[src/rtl/cla_pkg.sv]
package cla_pkg;
  localparam int unsigned GRP_W_DEF = 4;

  typedef struct packed {
    logic prop;
    logic gen;
  } pg_t;
endpackage

[src/rtl/cla_bit_cell.sv]
module cla_bit_cell (
  input  logic a_i,
  input  logic b_i,
  input  logic c_i,
  output logic s_o,
  output logic p_o,
  output logic g_o
);
  assign p_o = a_i ^ b_i;
  assign g_o = a_i & b_i;
  assign s_o = p_o ^ c_i;
endmodule

[src/rtl/cla_slice.sv]
module cla_slice #(
  parameter int unsigned N = 4
) (
  input  logic [N-1:0] a_i,
  input  logic [N-1:0] b_i,
  input  logic [N-1:0] c_i,
  output logic [N-1:0] s_o,
  output logic [N-1:0] p_o,
  output logic [N-1:0] g_o
);
  for (genvar k = 0; k < N; k++) begin : g_bit
    cla_bit_cell u_cell (
      .a_i(a_i[k]),
      .b_i(b_i[k]),
      .c_i(c_i[k]),
      .s_o(s_o[k]),
      .p_o(p_o[k]),
      .g_o(g_o[k])
    );
  end
endmodule

[src/rtl/cla_lookahead.sv]
module cla_lookahead #(
  parameter int unsigned N = 4
) (
  input  logic [N-1:0] p_i,
  input  logic [N-1:0] g_i,
  input  logic         cin_i,
  output logic [N-1:0] cout_o,
  output cla_pkg::pg_t blk_o
);
  always_comb begin
    for (int i = 0; i < N; i++) begin
      logic term;
      term = cin_i;
      for (int k = 0; k <= i; k++) term = term & p_i[k];
      for (int j = 0; j <= i; j++) begin
        logic prod;
        prod = g_i[j];
        for (int k = j + 1; k <= i; k++) prod = prod & p_i[k];
        term = term | prod;
      end
      cout_o[i] = term;
    end
  end

  always_comb begin
    blk_o.prop = &p_i;
    blk_o.gen  = 1'b0;
    for (int j = 0; j < N; j++) begin
      logic prod;
      prod = g_i[j];
      for (int k = j + 1; k < N; k++) prod = prod & p_i[k];
      blk_o.gen = blk_o.gen | prod;
    end
  end
endmodule

[src/rtl/cla16_adder.sv]
module cla16_adder #(
  parameter int unsigned GRP_W = cla_pkg::GRP_W_DEF,
  localparam int unsigned WIDTH = GRP_W * GRP_W
) (
  input  logic [WIDTH-1:0] a_i,
  input  logic [WIDTH-1:0] b_i,
  input  logic             cin_i,
  output logic [WIDTH-1:0] sum_o,
  output logic             cout_o,
  output logic             ovf_o
);
  localparam int unsigned NGRP = GRP_W;

  cla_pkg::pg_t [NGRP-1:0]  grp_pg;
  logic [NGRP-1:0]          grp_prop, grp_gen;
  logic [NGRP-1:0]          grp_cin;
  logic [NGRP-1:0]          top_carry;
  logic [NGRP-1:0]          grp_last;
  logic [WIDTH-1:0]         bit_p, bit_g, bit_cin;
  cla_pkg::pg_t             top_pg;
  logic                     unused_sink;

  for (genvar grp = 0; grp < NGRP; grp++) begin : g_grp
    logic [GRP_W-1:0] lc;

    cla_slice #(.N(GRP_W)) u_slice (
      .a_i(a_i[grp*GRP_W +: GRP_W]),
      .b_i(b_i[grp*GRP_W +: GRP_W]),
      .c_i(bit_cin[grp*GRP_W +: GRP_W]),
      .s_o(sum_o[grp*GRP_W +: GRP_W]),
      .p_o(bit_p[grp*GRP_W +: GRP_W]),
      .g_o(bit_g[grp*GRP_W +: GRP_W])
    );

    cla_lookahead #(.N(GRP_W)) u_la (
      .p_i(bit_p[grp*GRP_W +: GRP_W]),
      .g_i(bit_g[grp*GRP_W +: GRP_W]),
      .cin_i(grp_cin[grp]),
      .cout_o(lc),
      .blk_o(grp_pg[grp])
    );

    assign bit_cin[grp*GRP_W +: GRP_W] = {lc[GRP_W-2:0], grp_cin[grp]};
    assign grp_last[grp] = lc[GRP_W-1];
    assign grp_prop[grp] = grp_pg[grp].prop;
    assign grp_gen[grp]  = grp_pg[grp].gen;
  end

  cla_lookahead #(.N(NGRP)) u_la_top (
    .p_i(grp_prop),
    .g_i(grp_gen),
    .cin_i(cin_i),
    .cout_o(top_carry),
    .blk_o(top_pg)
  );

  assign grp_cin = {top_carry[NGRP-2:0], cin_i};
  assign cout_o  = top_carry[NGRP-1];
  assign ovf_o   = bit_cin[WIDTH-1] ^ cout_o;

  assign unused_sink = ^{top_pg, grp_last};
endmodule

[config.mk]
export PLATFORM = sky130hd
export DESIGN_NAME = cla16_adder
export DESIGN_NICKNAME = d
export VERILOG_FILES = /design/src/rtl/cla_pkg.sv /design/src/rtl/cla_bit_cell.sv /design/src/rtl/cla_slice.sv /design/src/rtl/cla_lookahead.sv /design/src/rtl/cla16_adder.sv
export SDC_FILE = /design/constraint.sdc
export NUM_CORES = 1
export LEC_CHECK = 0
export BUFFER_PORTS_ARGS = -buffer_cell sky130_fd_sc_hd__buf_2
export CORE_MARGIN = 3
export CORE_UTILIZATION = 42
export DETAILED_ROUTE_END_ITERATION = 8
export GPL_ROUTABILITY_DRIVEN = 1
export PLACE_DENSITY_LB_ADDON = 0.1
export SLEW_MARGIN = 30
export SYNTH_ARGS = -nofsm -noshare
export SYNTH_HDL_FRONTEND = slang
export SYNTH_HIERARCHICAL = 1
export SYNTH_SLANG_ARGS = --single-unit
[constraint.sdc]
create_clock -name vclk -period 3.7
set_clock_uncertainty 0.15 [all_clocks]
set_input_delay 0.555 -clock vclk [all_inputs]
set_output_delay 0.555 -clock vclk [all_outputs]
set_load 0.05 [all_outputs]
# After elaboration in Yosys (flattened, before gate mapping)
# Cells that the tools add are included.
classes:
  n_reduce_logical: 4
  mul: 0
  n_lt_le_gt_ge: 0
  n_bitwise: 141
  muxes: 0
  n_eq_ne: 0
  div: 0
  addsub: 0
  n_shift: 0
ops:
  columns: ["cell", "count"]
  rows:
  - ["$and 1x1->1", 62]
  - ["$or 1x1->1", 46]
  - ["$xor 1x1->1", 33]
  - ["$reduce_and 4->1", 4]
word_totals:
  mem_bits_ro: 0
  output_inout_bits: 18
  elab_cells: 145
  reg_bits: 0
  ram_bits: 0
  latch_bits: 0
  mem_count: 0
  input_bits: 33

# Depth between registers and ports, before layout
# Gate-level depths: netlist of run 1.
logic_depth:
  word_depth: 19
  ltp_mapped: 12
  depth_no_buf: 12

# Modules after synthesis
# The synthesis of run 1 kept the hierarchy.
by_module_without_submodules:
  columns: ["mod", "seq_area_each_um2", "area_per_inst_um2", "n_inst", "cells_each"]
  rows:
  - ["cla_bit_cell", 0.0, 21.3, 16, 2]
  - ["cla_lookahead", 0.0, 60.1, 5, 10]
  - ["cla16_adder", 0.0, 8.8, 1, 1]

# Worst setup path before layout of run 1
# OpenSTA, ideal clock, no wires.
synth_path:
  path_type: "input-to-output"
  start: "input a_i[1]"
  end: "output ovf_o"
  t_arrival_ps: 3433
  t_required_ps: 2995
  path_slack_ps: -438
  stages: 7
  path_cell_list: "ha_1 a21oi_1 o21ai_0 a21o_1 a21oi_2 o21ai_0 xor2_1"
synth_via:
  word_cells_on_any_way: 32
  cone_classes: "bitwise: 31; reduce/logical: 1"
synth_lines:
  columns: ["element", "line_no", "source"]
  rows:
  - ["start, declared", "cla16_adder.sv:5", "input logic [WIDTH-1:0] a_i,"]
  - ["$xor 1x1->1", "cla_bit_cell.sv:9", "assign p_o = a_i ^ b_i;"]
  - ["$and 1x1->1 (2 in series)", "cla_lookahead.sv:31", "for (int k = j + 1; k < N; k++) prod = prod & p_i[k];"]
  - ["$and 1x1->1", null, null]
  - ["$or 1x1->1 * (3 in series)", "cla_lookahead.sv:32", "blk_o.gen = blk_o.gen | prod;"]
  - ["via grp_gen[0]", "cla16_adder.sv:15", "logic [NGRP-1:0] grp_prop, grp_gen;"]
  - ["$and 1x1->1 * (3 in series)", "cla_lookahead.sv:18", "for (int k = j + 1; k <= i; k++) prod = prod & p_i[k];"]
  - ["$or 1x1->1 * (4 in series)", "cla_lookahead.sv:19", "term = term | prod;"]
  - ["via cout_o", "cla16_adder.sv:9", "output logic cout_o,"]
  - ["$xor 1x1->1 *", "cla16_adder.sv:59", "assign ovf_o = bit_cin[WIDTH-1] ^ cout_o;"]
  - ["end, declared", "cla16_adder.sv:10", "output logic ovf_o"]
# The timed path passes the listed nets; every way through them passes the cells marked *.

# Worst setup path in the final report of run 1
layout_path:
  start: "input a_i[1]"
  end: "output ovf_o"
layout_via:
  elab_chain_len: 19
  word_cells_on_any_way: 32
  cone_classes: "bitwise: 31; reduce/logical: 1"
layout_lines:
  columns: ["element", "line_no", "source"]
  rows:
  - ["$xor 1x1->1", "cla_bit_cell.sv:9", null]
  - ["via bit_p[1]", "cla16_adder.sv:19", "logic [WIDTH-1:0] bit_p, bit_g, bit_cin;"]
  - ["$and 1x1->1 (2 in series)", "cla_lookahead.sv:31", null]
  - ["$and 1x1->1", null, null]
  - ["$or 1x1->1 (3 in series)", "cla_lookahead.sv:32", null]
  - ["via grp_gen[0]", "cla16_adder.sv:15", null]
  - ["$and 1x1->1 (2 in series)", "cla_lookahead.sv:18", null]
  - ["$or 1x1->1 (3 in series)", "cla_lookahead.sv:19", null]
  - ["via top_carry[2]", "cla16_adder.sv:17", "logic [NGRP-1:0] top_carry;"]
  - ["$and 1x1->1 (3 in series)", "cla_lookahead.sv:14", "for (int k = 0; k <= i; k++) term = term & p_i[k];"]
  - ["$or 1x1->1 (3 in series)", "cla_lookahead.sv:19", null]
  - ["via g_grp[3].lc[2]", "cla16_adder.sv:24", "logic [GRP_W-1:0] lc;"]
  - ["$xor 1x1->1", "cla16_adder.sv:59", null]
# The timed path passes the listed nets, and every way through them passes these cells.

==> results of run 1 <==
## worst min-delay path, cell delays in order
cell and delay [ps]:
sky130_fd_sc_hd__buf_2 110, sky130_fd_sc_hd__xor2_1 60, sky130_fd_sc_hd__buf_2 200
## where the power goes
group / switching, W / internal (W)
Sequential: 0 / 0
Clock: 0 / 0
Combinational: 0.000230 / 0.0000933
Total: 0.000230 / 0.0000933
## layout by cell type, fill, tap and decap left out
master	count
sky130_fd_sc_hd__buf_2	49
sky130_fd_sc_hd__xor2_1	17
sky130_fd_sc_hd__ha_1	16
sky130_fd_sc_hd__a21o_1	10
sky130_fd_sc_hd__a21oi_1	8
sky130_fd_sc_hd__a21oi_2	6
sky130_fd_sc_hd__inv_2	5
sky130_fd_sc_hd__nand2_1	5
sky130_fd_sc_hd__and4_1	4
sky130_fd_sc_hd__o21ai_0	4
sky130_fd_sc_hd__buf_4	3
sky130_fd_sc_hd__o21ai_1	1
## final timing paths
path	slack, ps	endpoint
worst max-delay path	170	ovf_o
worst min-delay path	1330	sum_o[0]
## through the flow
step	TNS, ps	hold slack [ps]
after floorplan	-72.1	1230
after global placement	0	1320
after detailed placement	0	1330
after CTS	0	1330
after global routing	0	1360
final	0	1330
## repair_timing
| item | in CTS | in global routing |
|---|---|---|
| resized for setup | 0 | 5 |
| setup buffers | 0 | 1 |
| hold endpoints to repair | 0 | 0 |
| endpoints found under the setup margin | 0 | 2 |
## cell type report
type	count	area (µm²)
well taps	15	18.8
inverters	5	18.8
fillers	134	433
repair buffers	52	268
multi-input cells	71	596
## routing by layer
metal  up-vias  part of all wire, %  track usage [%]
li1        385                    -                -
met1       310                   43             20.7
met2        28                   48             25.9
met3         0                  9.1                0
met4         0                    0                0
met5         -                    0                0
==> summary.txt, run 1 <==
Setup path
  • Launch point of the critical path: a_i[1]
  • CP most frequent cell: sky130_fd_sc_hd__a21o_1
  • Worst-path fanout max: 4
  • Cell depth of the worst setup path: 14
  • Delay-heaviest family, CP: compound AO/OA/AOI/OAI gates
  • CP Data Required Time: 2990 ps
  • Slowest stage delay, CP: 350 ps
  • Number of buffers and inverters on the critical path: 4
  • Category of the worst setup path capture point: output port
  • Cell Chain, Critical Path: buf_2 -> ha_1 -> a21oi_2 -> o21ai_0 -> a21o_1 -> a21oi_2 -> inv_2 -> a21o_1 -> a21o_1 -> a21oi_2 -> inv_2 -> a21o_1 -> xor2_1 -> buf_4
  • Slowest CP cell: sky130_fd_sc_hd__ha_1
  • Arrival time of the worst setup path: 2830 ps
  • Setup CP Type: primary input to output port
  • Startpoint type of the worst setup path: primary input

Timing
  • Fmax: 283 MHz
  • Final worst path period share: 95.5%
  • Setup repair after global routing missed its margin: no
  • Final setup slack of the worst path: 166 ps
  • Number of slew-limit violations in the final report: 0
  • Worst slew margin: 83.4%
  • Final hold violations: 0
  • Pin slew with the least headroom to its limit: 246 ps
  • Total setup violations reported at the end of the flow: 0
  • Clock period minus final worst setup slack: 3530 ps

Global route
  • Initial antenna violation count: 0
  • Via count of the first global-routing pass: 620
  • Leftover overflow at the end of global routing: 0
  • First-pass GRT wire length: 2.38 mm
  • Maximum number of pins on one net before global-route repair: 5
  • Global-route usage over all layers: 14.5%

Power and ir drop
  • Worst-case vdd ir drop: 205 µV
  • Power per unit of standard cell area: 358 nW/µm²
  • Lkg Pwr: 0.561 nW
  • Design Power: 0.000323 W

Clock tree
  • Number of hold-repair buffers added at the cts stage: 0

Cells and area
  • # nets final: 179
  • Share of cells above drive strength 1: 49.2%
  • Combined flip-flop and latch cell area: 0 µm²
  • Cell Count, Final, Fillers Out: 143
  • Final cell area excluding filler cells: 901 µm²
  • Clock tree buffer count of the final layout: 0
  • Final core utilization: 67.5%
  • Signed area change from the synthesized netlist to the final layout: 47.5%
  • Total number of sequential cells: 0
  • Antenna diode count: 0

Place
  • Detailed placer's ending HPWL: 1.30 mm
  • Port buffer count: 51
  • Worst-case setup slack after placement: 86.1 ps
  • Post-placement cell count: 142
  • Post-Place Cell Area: 885 µm²
  • Final weighted congestion in routability-driven placement: 0.782

Worst hold path
  • Hold WC Path Type: primary input to output port
  • Worst hold start: cin_i
  • Hold Crit Depth: 3

Route
  • Drt wl/cell: 10.0 µm
  • Starting DRC count in detailed routing: 9
  • Remaining routing DRC violations: 0
  • Routed Antenna Nets: 0
  • Total via count in the routed design: 723
  • Post-DR vias/cell: 5.06
  • Pre-Repair DR Iteration Count: 4
  • Post-detailed-routing wire length: 1.43 mm

Floorplan
  • Vert. Die Dim: 44.1 µm
  • Initial Utilization: 45.8%
  • Die width: 44.1 µm
  • Area enclosed by the die boundary: 1950 µm²
  • Count of standard-cell rows: 13
  • Number of I/O pins: 51
  • Placeable core region: 1330 µm²

Logic synthesis
  • Yosys warnings: 6
  • Post-Syn Instances: 76
  • Post-synthesis area per instance: 8.03 µm²
  • Net count after synthesis: 125
  • Post-synthesis instance area: 611 µm²

Outcome
  • Outcome: completed

Flow run
  • Max Cap Violations: 0
Note: power is estimated with default switching activity, not from simulation.
==> run 2: changes to the inputs <==
REMOVE_ABC_BUFFERS = 1   (was default)
==> run 2 against run 1 <==
Net effect:
- count of clock-buffer cells in the layout did not move
- global-route usage rose by 0.75 points
- utilization rose by 1.3 points
- power rose by 0.78%
- non-clock buffer count fell by 1
- combinational power barely moved
- fmax rose by 1.8%
- die area did not move
- via count rose by 1.2%
- largest power group unchanged
- worst hold slack got worse by 1.4 ps
- setup slack improved by 62 ps
==> summary.txt, run 2 (same netlist as run 1, synthesis figures left out) <==
Floorplan
  • Initial Utilization: 45.8% (unchanged)
  • Vert. Die Dim: 44.1 µm (unchanged)
  • Area enclosed by the die boundary: 1950 µm² (unchanged)
  • Count of standard-cell rows: 13 (unchanged)
  • Placeable core region: 1330 µm² (unchanged)
  • Die width: 44.1 µm (unchanged)
  • Number of I/O pins: 51 (unchanged)

Cells and area
  • Total number of sequential cells: 0 (unchanged)
  • Most common cell after layout, fill and taps aside: sky130_fd_sc_hd__buf_2 (unchanged)
  • Cell Count, Final, Fillers Out: 142 (was 143)
  • Filler Cell Count: 124 (was 134)
  • Antenna diode count: 0 (unchanged)
  • # nets final: 178 (was 179)
  • Signed area change from the synthesized netlist to the final layout: 50.4% (was 47.5%)
  • Clock tree buffer count of the final layout: 0 (unchanged)
  • Most frequent cells in the layout: sky130_fd_sc_hd__buf_2, sky130_fd_sc_hd__xor2_1, sky130_fd_sc_hd__ha_1, sky130_fd_sc_hd__a21o_1, sky130_fd_sc_hd__a21oi_1 (unchanged)
  • Share of cells above drive strength 1: 50.4% (was 49.2%)
  • Final cell area excluding filler cells: 918 µm² (was 901 µm²)
  • Combined flip-flop and latch cell area: 0 µm² (unchanged)

Timing
  • Final hold violations: 0 (unchanged)
  • Fmax: 288 MHz (was 283 MHz)
  • Final worst path period share: 93.8% (was 95.5%)
  • Number of slew-limit violations in the final report: 0 (unchanged)
  • Final setup slack of the worst path: 228 ps (was 166 ps)
  • Setup repair after global routing missed its margin: no (unchanged)
  • Pin slew with the least headroom to its limit: 355 ps (was 246 ps)
  • Setup tns final: 0 ps (unchanged)
  • Clock period minus final worst setup slack: 3470 ps (was 3530 ps)
  • Worst slew margin: 76.1% (was 83.4%)
  • Total setup violations reported at the end of the flow: 0 (unchanged)

Outcome
  • Outcome: completed (unchanged)

Power and ir drop
  • Worst-case vdd ir drop: 222 µV (was 205 µV)
  • Internal power: 0.0000947 W (was 0.0000933 W)
  • Lkg Pwr: 0.557 nW (was 0.561 nW)
  • Power per unit of standard cell area: 354 nW/µm² (was 358 nW/µm²)
  • Flop pwr share: 0% (about the same)
  • Switching share of total power: 70.9% (was 71.1%)
  • Design Power: 0.000325 W (was 0.000323 W)
  • Power share of the clock group: 0% (about the same)
  • Power spent charging and discharging nets: 0.000231 W (was 0.000230 W)
  • Part of the total power dissipated in combinational logic: 100.0% (about the same)

Setup path
  • CP Data Required Time: 2990 ps (about the same)
  • Startpoint type of the worst setup path: primary input (unchanged)
  • Category of the worst setup path capture point: output port (unchanged)
  • Arrival time of the worst setup path: 2770 ps (was 2830 ps)
  • Slowest stage delay, CP: 330 ps (was 350 ps)
  • Setup CP Type: primary input to output port (unchanged)
  • Worst-path fanout max: 3 (was 4)
  • Cell Chain, Critical Path: buf_2 -> ha_1 -> and4_1 -> a21o_1 -> a21oi_2 -> inv_2 -> a21o_1 -> a21o_1 -> a21oi_2 -> inv_2 -> a21o_1 -> xor2_1 -> buf_4 (was buf_2 -> ha_1 -> a21oi_2 -> o21ai_0 -> a21o_1 -> a21oi_2 -> inv_2 -> a21o_1 -> a21o_1 -> a21oi_2 -> inv_2 -> a21o_1 -> xor2_1 -> buf_4)
  • Number of buffers and inverters on the critical path: 4 (unchanged)
  • Slowest CP cell: sky130_fd_sc_hd__ha_1 (unchanged)
  • CP most frequent cell: sky130_fd_sc_hd__a21o_1 (unchanged)
  • Delay-heaviest family, CP: compound AO/OA/AOI/OAI gates (unchanged)

Global route
  • Leftover overflow at the end of global routing: 0 (unchanged)
  • Via count of the first global-routing pass: 634 (was 620)
  • Global-route usage over all layers: 15.3% (was 14.5%)
  • Maximum number of pins on one net before global-route repair: 5 (unchanged)
  • Initial antenna violation count: 0 (unchanged)
  • First-pass GRT wire length: 2.50 mm (was 2.38 mm)

Place
  • Post-Place Cell Area: 885 µm² (unchanged)
  • Post-placement cell count: 142 (unchanged)
  • Final weighted congestion in routability-driven placement: 0.779 (was 0.782)
  • Detailed placer's ending HPWL: 1.31 mm (was 1.30 mm)
  • Port buffer count: 51 (unchanged)
  • Worst-case setup slack after placement: 98.4 ps (was 86.1 ps)

Worst hold path
  • Hold WC Path Type: primary input to output port (unchanged)
  • End of the worst hold path: sum_o[0] (unchanged)
  • Worst hold start: cin_i (unchanged)
  • Hold Crit Depth: 3 (unchanged)

Route
  • Total via count in the routed design: 732 (was 723)
  • Routed Antenna Nets: 0 (unchanged)
  • Pre-Repair DR Iteration Count: 4 (unchanged)
  • Post-detailed-routing wire length: 1.48 mm (was 1.43 mm)
  • Drt wl/cell: 10.4 µm (was 10.0 µm)
  • Remaining routing DRC violations: 0 (unchanged)
  • Starting DRC count in detailed routing: 5 (was 9)
  • Post-DR vias/cell: 5.15 (was 5.06)

Flow run
  • Max Cap Violations: 0 (unchanged)
## run 2: changes by cell type in the layout (fill, tap and decap cells not counted), sizes merged
| cell | before | now |
|---|---|---|
| buf | 52 | 51 |
## run 2: cell type report
cell class / count / area (µm²) / share of cell area (%)
Multi-Input combinational cell: 71 / 621 / 67.6
Inverter: 5 / 18.8 / 2.04
Tap cell: 15 / 18.8 / 2.04
Timing Repair Buffer: 51 / 260 / 28.3
## run 2: routing by layer
| layer | track usage [%] | part of all wire [%] | up-vias | wire length [µm] |
|---|---|---|---|---|
| li1 | - | - | 381 | - |
| met1 | 20.5 | 40 | 321 | 592 |
| met2 | 28.5 | 51 | 30 | 749 |
| met3 | 0.407 | 9.5 | 0 | 141 |
| met4 | 0 | 0 | 0 | 0 |
| met5 | 0 | 0 | - | 0 |
## run 2: power groups by stage
| stage | sequential, W | combinational [W] | clock (W) |
|---|---|---|---|
| 6_report | 0 | 0.000325 | 0 |
| 5_1_grt | 0 | 0.000347 | 0 |
| 4_1_cts | 0 | 0.000319 | 0 |
| 3_5_place_dp | 0 | 0.000317 | 0 |
| 3_3_place_gp | 0 | 0.000315 | 0 |
| 2_1_floorplan | 0 | 0.000248 | 0 |
## run 2: what timing repair did
action	CTS	global route
resized for setup	0	7
buffers inserted	0	0
setup endpoints to repair	0	2
hold buffers	0	0
hold endpoints to repair	0	0
## run 2: per-stage QoR
step | utilization [%] | hold slack, ps
final | 68.9 | 1330
after detailed placement | 66.3 | 1330
after global placement | 66.3 | 1320
after floorplan | - | 1230
after CTS | 66.3 | 1330
after global routing | 68.9 | 1360
## run 2: worst max path at each step
stage,from,end,depth (start not counted)
floorplan,a_i[1],ovf_o,7
global placement,a_i[3],sum_o[15],14
detailed placement,a_i[3],ovf_o,14
CTS,a_i[3],sum_o[15],14
global route,a_i[0],ovf_o,13
finish,a_i[0],sum_o[15],13
==> run 3: changes to the inputs <==
ABC_AREA = 1   (was default)
BUFFER_PORTS_ARGS = -buffer_cell sky130_fd_sc_hd__buf_4   (was -buffer_cell sky130_fd_sc_hd__buf_2)
CORE_UTILIZATION = 48   (was 42)
SLEW_MARGIN = 0   (was 30)
==> run 3 against run 2 <==
Net effect:
- power up 3.1%
- non-clock buffer count unchanged
- cell area up 39%
- first-iteration DRC count rose to 4.2 times the previous value
- synthesized area up 41%
- cell count up 70%
- critical path depth unchanged
- global-route usage up 2.2 points
==> summary.txt, run 3 <==
Clock tree
  • Post-CTS Setup Inserts: 0 (unchanged)
  • Cells resized by post-CTS repair: 0 (unchanged)
  • Number of hold-repair buffers added at the cts stage: 0 (unchanged)

Setup path
  • Arrival time of the worst setup path: 2520 ps (was 2770 ps)
  • Setup CP Type: primary input to output port (unchanged)
  • CP Data Required Time: 2990 ps (about the same)
  • Worst-path fanout max: 6 (was 3)
  • Startpoint type of the worst setup path: primary input (unchanged)
  • Launch point of the critical path: a_i[1] (was a_i[0])
  • Category of the worst setup path capture point: output port (unchanged)

Timing
  • Total setup violations reported at the end of the flow: 0 (unchanged)
  • Final worst path period share: 87.0% (was 93.8%)
  • Clock period minus final worst setup slack: 3220 ps (was 3470 ps)
  • Worst slew margin: 87.1% (was 76.1%)
  • Final hold violations: 0 (unchanged)
  • Number of slew-limit violations in the final report: 0 (unchanged)
  • Setup tns final: 0 ps (unchanged)
  • Pin slew with the least headroom to its limit: 193 ps (was 355 ps)
  • Fmax: 311 MHz (was 288 MHz)
  • Setup repair after global routing missed its margin: no (unchanged)

Cells and area
  • # nets final: 269 (was 178)
  • Antenna diode count: 0 (unchanged)
  • Combined flip-flop and latch cell area: 0 µm² (unchanged)
  • Clock tree buffer count of the final layout: 0 (unchanged)
  • Final cell area excluding filler cells: 1270 µm² (was 918 µm²)
  • Share of cells above drive strength 1: 25.7% (was 50.4%)
  • Most common cell after layout, fill and taps aside: sky130_fd_sc_hd__nand2_1 (was sky130_fd_sc_hd__buf_2)
  • Total number of sequential cells: 0 (unchanged)
  • Most frequent cells in the layout: sky130_fd_sc_hd__nand2_1, sky130_fd_sc_hd__buf_4, sky130_fd_sc_hd__inv_1, sky130_fd_sc_hd__ha_1, sky130_fd_sc_hd__nand4_1 (was sky130_fd_sc_hd__buf_2, sky130_fd_sc_hd__xor2_1, sky130_fd_sc_hd__ha_1, sky130_fd_sc_hd__a21o_1, sky130_fd_sc_hd__a21oi_1)
  • Signed area change from the synthesized netlist to the final layout: 47.9% (was 50.4%)

Route
  • Total via count in the routed design: 1156 (was 732)
  • Post-detailed-routing wire length: 2.15 mm (was 1.48 mm)
  • Starting DRC count in detailed routing: 21 (was 5)
  • Pre-Repair DR Iteration Count: 4 (unchanged)
  • Routed Antenna Nets: 0 (unchanged)
  • Drt wl/cell: 8.87 µm (was 10.4 µm)
  • Remaining routing DRC violations: 0 (unchanged)
  • Post-DR vias/cell: 4.78 (was 5.15)

Global route
  • Maximum number of pins on one net before global-route repair: 7 (was 5)
  • Initial antenna violation count: 0 (unchanged)
  • First-pass GRT wire length: 3.60 mm (was 2.50 mm)
  • Via count of the first global-routing pass: 910 (was 634)
  • Global-route usage over all layers: 17.4% (was 15.3%)
  • Leftover overflow at the end of global routing: 0 (unchanged)

Power and ir drop
  • Power per unit of standard cell area: 263 nW/µm² (was 354 nW/µm²)
  • Switching share of total power: 64.8% (was 70.9%)
  • Part of the total power dissipated in combinational logic: 100.0% (about the same)
  • Worst-case vdd ir drop: 187 µV (was 222 µV)
  • Power share of the clock group: 0% (about the same)
  • Design Power: 0.000335 W (was 0.000325 W)
  • Flop pwr share: 0% (about the same)
  • Internal power: 0.000118 W (was 0.0000947 W)
  • Lkg Pwr: 0.894 nW (was 0.557 nW)
  • Power spent charging and discharging nets: 0.000217 W (was 0.000231 W)

Floorplan
  • Count of standard-cell rows: 14 (was 13)
  • Placeable core region: 1590 µm² (was 1330 µm²)
  • Number of I/O pins: 51 (unchanged)
  • Initial Utilization: 54.1% (was 45.8%)
  • Area enclosed by the die boundary: 2340 µm² (was 1950 µm²)
  • Vert. Die Dim: 48.4 µm (was 44.1 µm)
  • Die width: 48.4 µm (was 44.1 µm)

Logic synthesis
  • Yosys warnings: 6 (unchanged)
  • Post-synthesis instance area: 862 µm² (was 611 µm²)
  • Post-synthesis area per instance: 5.16 µm² (was 8.03 µm²)
  • Post-Syn Instances: 167 (was 76)

Worst hold path
  • End of the worst hold path: sum_o[0] (unchanged)
  • Hold Crit Depth: 5 (was 3)
  • Worst hold start: cin_i (unchanged)
  • Hold WC Path Type: primary input to output port (unchanged)

Outcome
  • Outcome: completed (unchanged)

Place
  • Post-Place Cell Area: 1270 µm² (was 885 µm²)
  • Port buffer count: 51 (unchanged)
  • Detailed placer's ending HPWL: 1.91 mm (was 1.31 mm)
  • Final weighted congestion in routability-driven placement: 0.805 (was 0.779)

Flow run
  • Max Cap Violations: 0 (unchanged)
run 3: stage by stage:
stage	utilization [%]	worst slack, ps	hold WS, ps	cells
floorplan	-	609	1280	167
global placement	80.0	544	1370	242
global route	80.0	331	1430	242
finish	80.0	479	1400	242
detailed placement	80.0	490	1390	242
CTS	80.0	479	1390	242
run 3: layout make-up:
cell class	instances	area, µm²
Multi-Input combinational cell	119	682
Timing Repair Buffer	51	383
Fill cell	130	319
Inverter	48	180
Tap cell	24	30.0
run 3: power by group through the flow:
stage	logic (W)	clock network, W	registers, W
floorplan	0.000235	0	0
global placement	0.000326	0	0
detailed placement	0.000335	0	0
CTS	0.000336	0	0
global route	0.000363	0	0
finish	0.000335	0	0
run 3: critical path, cell delays in order:
cell and delay (ps):
sky130_fd_sc_hd__buf_4 110, sky130_fd_sc_hd__ha_1 360, sky130_fd_sc_hd__nand3_1 130, sky130_fd_sc_hd__a31o_1 140, sky130_fd_sc_hd__nand2_1 60, sky130_fd_sc_hd__a21o_1 200, sky130_fd_sc_hd__a21o_2 230, sky130_fd_sc_hd__a21o_1 200
sky130_fd_sc_hd__a21o_2 190, sky130_fd_sc_hd__inv_1 50, sky130_fd_sc_hd__nand2_1 40, sky130_fd_sc_hd__nand2_1 60, sky130_fd_sc_hd__buf_4 190
run 3: worst max path at each step:
stage / endpoint / slack (ps) / cells after the start
after global placement: sum_o[10] / 540 / 13
after detailed placement: sum_o[10] / 490 / 13
after global routing: sum_o[10] / 330 / 13
after floorplan: sum_o[10] / 610 / 11
final: sum_o[10] / 480 / 13
after CTS: sum_o[10] / 480 / 13
run 3: metal layers:
layer / GRT usage [%] / routed length, µm / up-vias
met5: 0 / 0 / -
met4: 1.42 / 14 / 0
met3: 1.53 / 144 / 2
met2: 35.3 / 1130 / 42
met1: 20.2 / 855 / 495
li1: - / - / 617
